`config.mk`:
```
export PLATFORM = sky130hd
export DESIGN_NAME = cmd_lock_guard
export DESIGN_NICKNAME = d
export VERILOG_FILES = /design/src/rtl/spi_flc_pkg.sv /design/src/rtl/cmd_lock_guard.sv
export SDC_FILE = /design/constraint.sdc
export NUM_CORES = 1
export LEC_CHECK = 0
export CAP_MARGIN = 40
export CORE_MARGIN = 2
export CORE_UTILIZATION = 32
export CTS_CLUSTER_DIAMETER = 120
export DETAILED_ROUTE_END_ITERATION = 16
export PLACE_DENSITY_LB_ADDON = 0.05
export SETUP_SLACK_MARGIN = 0.4
export SLEW_MARGIN = 40
export SYNTH_ARGS = -nofsm -noshare
export SYNTH_HDL_FRONTEND = slang
export SYNTH_SLANG_ARGS = --single-unit
```
`constraint.sdc`:
```
create_clock -name clk -period 1.02 [get_ports clk]
set_input_delay 0.204 -clock clk [delete_from_list [all_inputs] [get_ports clk]]
set_output_delay 0.204 -clock clk [all_outputs]
set_load 0.02 [all_outputs]
```
`src/rtl/spi_flc_pkg.sv`:
```
package spi_flc_pkg;

  localparam int OPC_W = 3;

  typedef enum logic [OPC_W-1:0] {
    CLS_STATUS = 3'b000,
    CLS_MASK   = 3'b001,
    CLS_MODE   = 3'b010,
    CLS_DTIME  = 3'b011,
    CLS_CLEAR  = 3'b100
  } cmd_cls_e;

  function automatic logic opc_defined(input logic [OPC_W-1:0] opc);
    return (opc <= CLS_CLEAR);
  endfunction

  function automatic logic opc_restricted(input logic [OPC_W-1:0] opc);
    return (opc == CLS_MASK) || (opc == CLS_MODE) || (opc == CLS_DTIME);
  endfunction

endpackage

```
`src/rtl/cmd_lock_guard.sv`:
```
module cmd_lock_guard
  import spi_flc_pkg::*;
#(
  parameter int BYTE_W   = 8,
  parameter int LOCK_BIT = 0
) (
  input  logic              clk,
  input  logic              rst_n,
  input  logic              frame_ok_i,
  input  logic [BYTE_W-1:0] cmd_byte_i,
  output logic              exec_o,
  output logic              werr_o,
  output logic              lock_o,
  output logic [BYTE_W-1:0] cmd_byte_o
);

  logic [OPC_W-1:0]  opc;
  logic              exec_q, exec_n;
  logic              werr_q, werr_n;
  logic              lock_q, lock_n;
  logic [BYTE_W-1:0] cmd_q, cmd_n;

  assign opc = cmd_byte_i[BYTE_W-1 -: OPC_W];

  always_comb begin
    exec_n = 1'b0;
    werr_n = 1'b0;
    lock_n = lock_q;
    cmd_n  = cmd_q;
    if (frame_ok_i) begin
      if (!opc_defined(opc)) begin
        werr_n = 1'b1;
      end else if (opc_restricted(opc) && lock_q) begin
        werr_n = 1'b1;
      end else begin
        exec_n = 1'b1;
        cmd_n  = cmd_byte_i;
        if ((opc == CLS_MODE) && cmd_byte_i[LOCK_BIT]) lock_n = 1'b1;
      end
    end
  end

  always_ff @(posedge clk or negedge rst_n) begin
    if (!rst_n) begin
      exec_q <= 1'b0;
      werr_q <= 1'b0;
      lock_q <= 1'b0;
      cmd_q  <= '0;
    end else begin
      exec_q <= exec_n;
      werr_q <= werr_n;
      lock_q <= lock_n;
      cmd_q  <= cmd_n;
    end
  end

  assign exec_o     = exec_q;
  assign werr_o     = werr_q;
  assign lock_o     = lock_q;
  assign cmd_byte_o = cmd_q;

  a_r7_lock_sticky: assert property (@(posedge clk) disable iff (!rst_n)
    lock_q |=> lock_q);

  a_r8_exec_werr_exclusive: assert property (@(posedge clk) disable iff (!rst_n)
    !(exec_q && werr_q));

  a_r8_exec_needs_frame: assert property (@(posedge clk) disable iff (!rst_n)
    exec_q |-> $past(frame_ok_i));

  a_r5_undefined_never_exec: assert property (@(posedge clk) disable iff (!rst_n)
    exec_q |-> opc_defined(cmd_q[BYTE_W-1 -: OPC_W]));

  a_r6_locked_config_blocked: assert property (@(posedge clk) disable iff (!rst_n)
    (exec_q && $past(lock_q)) |-> !opc_restricted(cmd_q[BYTE_W-1 -: OPC_W]));

endmodule

```
==> flow_metrics.env, run 1 <==
export IMPL_max_stage_delay_ns=0.43
export IMPL_final_cells=72
export IMPL_synth_cell_type_count=7
export IMPL_postLayoutCellArea_um2=733
export IMPL_dieArea_mm2=0.00160
export IMPL_power_density_mw_per_mm2=1790
export IMPL_antenna_found_initial=0
export IMPL_cts_tree="built"
export IMPL_dp_cells=65
export IMPL_synth_area_leaders="dfrtp_1 (66%), mux2_2 (22%), o22ai_2 (3.0%)"
export IMPL_nFillCells=105
export IMPL_synth_main_ff_cell="dfrtp_1"
export IMPL_initial_core_util=0.359
export IMPL_synthesis_nets=37
export IMPL_drc=0
export IMPL_yosys_warnings=0
export IMPL_synth_most_common_cell="dfrtp_1"
export IMPL_postSynthCellCount=26
export IMPL_max_vdd_ir_drop_v=0.00109
export IMPL_seq_area_um2=277
export IMPL_start_kind="flop"
export IMPL_slew_headroom=0.879
export IMPL_wl_per_cell_um=11.5
export IMPL_final_net_count=70
export IMPL_first_global_vias=344
export IMPL_antenna_cells=0
export IMPL_crit_chain="o22ai_4, nand2_4, mux2_2"
export IMPL_coreArea_mm2=0.00116
export IMPL_setup_worst_path_class="reg -> reg"
export IMPL_pin_count=22
export IMPL_die_height_um=40.0
export IMPL_synth_adder_area_share=0
export IMPL_multiInputGateArea_um2=140
export IMPL_grtUsageTotal=0.139
export IMPL_clk_pin_slew_worst_paths_ns=0.07
export IMPL_synth_commonest_cells="dfrtp_1 (11), mux2_2 (8), inv_1 (2), nor2_1 (2)"
export IMPL_hpwlAfterDp_um=680
export IMPL_drt_first_pass_iters=1
export IMPL_yosysSeqAreaShare=0.663
export IMPL_htree_num_levels=1
export IMPL_synth_top_family_by_area="multiplexers"
export IMPL_max_cap_violations=0
export IMPL_required_ns=1.16
export IMPL_tightest_slew_ns=0.182
export IMPL_clock_sinks=11
export IMPL_muxShareOfSynthArea=0.217
export IMPL_place_gp_congestion=0.765
export IMPL_cts_buffers=3
export IMPL_chipWidth_um=40.0
export IMPL_dr_total_vias=325
export IMPL_syn2layout_area_growth_pct=76.5
export IMPL_synth_top_area_frac=0.663
export IMPL_p_leak_nw=0.351
export IMPL_fmax_mhz=904
export IMPL_drtIter0Drc=0
export IMPL_synth_xor_area_frac=0
export IMPL_ys_async_sr_fraction=1.00
export IMPL_netlist_area_um2=415
export IMPL_post_route_period_util=1.08
export IMPL_port_buffers=21
export IMPL_skew_ns=0.00276
export IMPL_fin_crit_ns=1.11
export IMPL_route_antenna_remaining_nets=0
export IMPL_overflow=0
export IMPL_via_per_inst=4.51
export IMPL_status="finished, violations left"
export IMPL_rows=12
export IMPL_clockRootBuffer="clkbuf_4"
export IMPL_finalMaxSlewViolations=0
export IMPL_clockBufferDepth=2
export IMPL_hold_violations=0
export IMPL_crit_slowest_cell="dfrtp_2"
export IMPL_avgSynthCellArea_um2=16.0
export IMPL_drt_total_wl_um=826
export IMPL_violations="setup timing"
export IMPL_path_buf_inv=0
export IMPL_synth_edf_count=0
export IMPL_drive_gt1_frac=0.569
export IMPL_setup_viol=9
export IMPL_critPathArrivalTime_ns=1.25
export IMPL_synth_top_area_cell="dfrtp_1"
export IMPL_grt_pass1_wl_mm=1.41
export IMPL_path_max_fanout=9
export IMPL_layout_setup_ws_ns=-0.0862
export IMPL_ys_ff_latch=11
export IMPL_cp_top_family="flip-flops"
export IMPL_synth_compound_area_frac=0.0572
export IMPL_yosys_area_share_simple=0.0452
export IMPL_grt_start_max_net_pins=12
export IMPL_hp_class="in -> async"
export IMPL_end_kind="flop"
export IMPL_rsz0062_at_grt="yes"
export IMPL_clk_latency_ns=0.26
export IMPL_place_area_um2=682
power by group:
part | switching (mW) | leakage [nW] | internal, mW
clock network | 0.132 | 0.0150 | 0.151
registers | 0.0555 | 0.129 | 0.516
logic | 0.191 | 0.208 | 0.267
total | 0.379 | 0.351 | 0.934
flip-flops by register name, indices dropped and copies added, names as in the netlist:
register    cells
cmd_byte_o      8
exec_o          1
lock_o          1
werr_o          1
cell families (layout without fill, tap and decap cells):
group / Yosys count / after routing
AO/OA/AOI/OAI: 2 / 2
buffers and inverters: 2 / 34
flip-flops: 11 / 11
multiplexers: 8 / 8
AND/OR/NAND/NOR: 3 / 3
metal layers:
layer / vias to the layer above / global-route usage / routed length, µm
met5: - / 0 / 0
met4: 0 / 0.0517 / 0
met3: 0 / 0.0500 / 60
met2: 12 / 0.242 / 456
met1: 159 / 0.152 / 309
li1: 154 / - / -
through the flow:
| step | TNS, ns | setup slack, ns | total power [mW] | hold slack [ns] | util |
|---|---|---|---|---|---|
| after floorplan | -0.545 | -0.0681 | 0.756 | -0.0916 | - |
| after global placement | -4.95 | -0.421 | 0.987 | 0.488 | 0.590 |
| after detailed placement | -5.34 | -0.453 | 1.00 | 0.500 | 0.590 |
| after CTS | -0.770 | -0.0945 | 1.33 | 0.231 | 0.628 |
| after global routing | -1.08 | -0.127 | 1.40 | 0.233 | 0.634 |
| final | -0.686 | -0.0862 | 1.31 | 0.236 | 0.634 |
cell type report:
cell class,instances,share of cell area
multi-input cells,13,0.191
repair buffers,28,0.362
flip-flops and latches,11,0.377
inverters,2,0.0102
well taps,14,0.0239
clock buffers,4,0.0358
final timing paths:
check	start	cells past startpoint	endpoint	slack (ns)
hold / removal	rst_n	2	cmd_byte_o[3]	0.24
hold reg to reg	lock_o	1	lock_o	0.53
max in group asynchronous	rst_n	2	lock_o	0.63
min in group clk	frame_ok_i	3	exec_o	0.42
setup / recovery	lock_o	3	cmd_byte_o[5]	-0.09
setup reg to reg	lock_o	3	cmd_byte_o[5]	-0.09
cell usage in the layout, fill, tap and decap left out, drive strengths merged:
cell / netlist / layout
clkbuf: 0 / 4
clkdlybuf4s50: 0 / 6
inv: 2 / 2
buf: 0 / 18
dlygate4sd2: 0 / 4
nand2: 1 / 1
a41o: 1 / 1
dfrtp: 11 / 11
o22ai: 1 / 1
mux2: 8 / 8
nor2: 2 / 2
what timing repair did:
| action | 4_1_cts | 5_1_grt |
|---|---|---|
| pin swaps | 1 | 2 |
| hold buffers | 0 | 0 |
| setup buffers | 2 | 1 |
| endpoints found under the setup margin | 22 | 22 |
| gates resized for setup | 68 | 0 |
Note: power is estimated with default switching activity, not from simulation.
==> run 2: changes to the inputs <==
--- a/config.mk
+++ b/config.mk
@@ -9,6 +9,7 @@
 export CORE_MARGIN = 2
 export CORE_UTILIZATION = 32
 export CTS_CLUSTER_DIAMETER = 120
+export CTS_CLUSTER_SIZE = 30
 export DETAILED_ROUTE_END_ITERATION = 16
 export PLACE_DENSITY_LB_ADDON = 0.05
 export SETUP_SLACK_MARGIN = 0.4
==> results of run 2 <==
The final DEF is identical to that of run 1; final timing and power are the same.
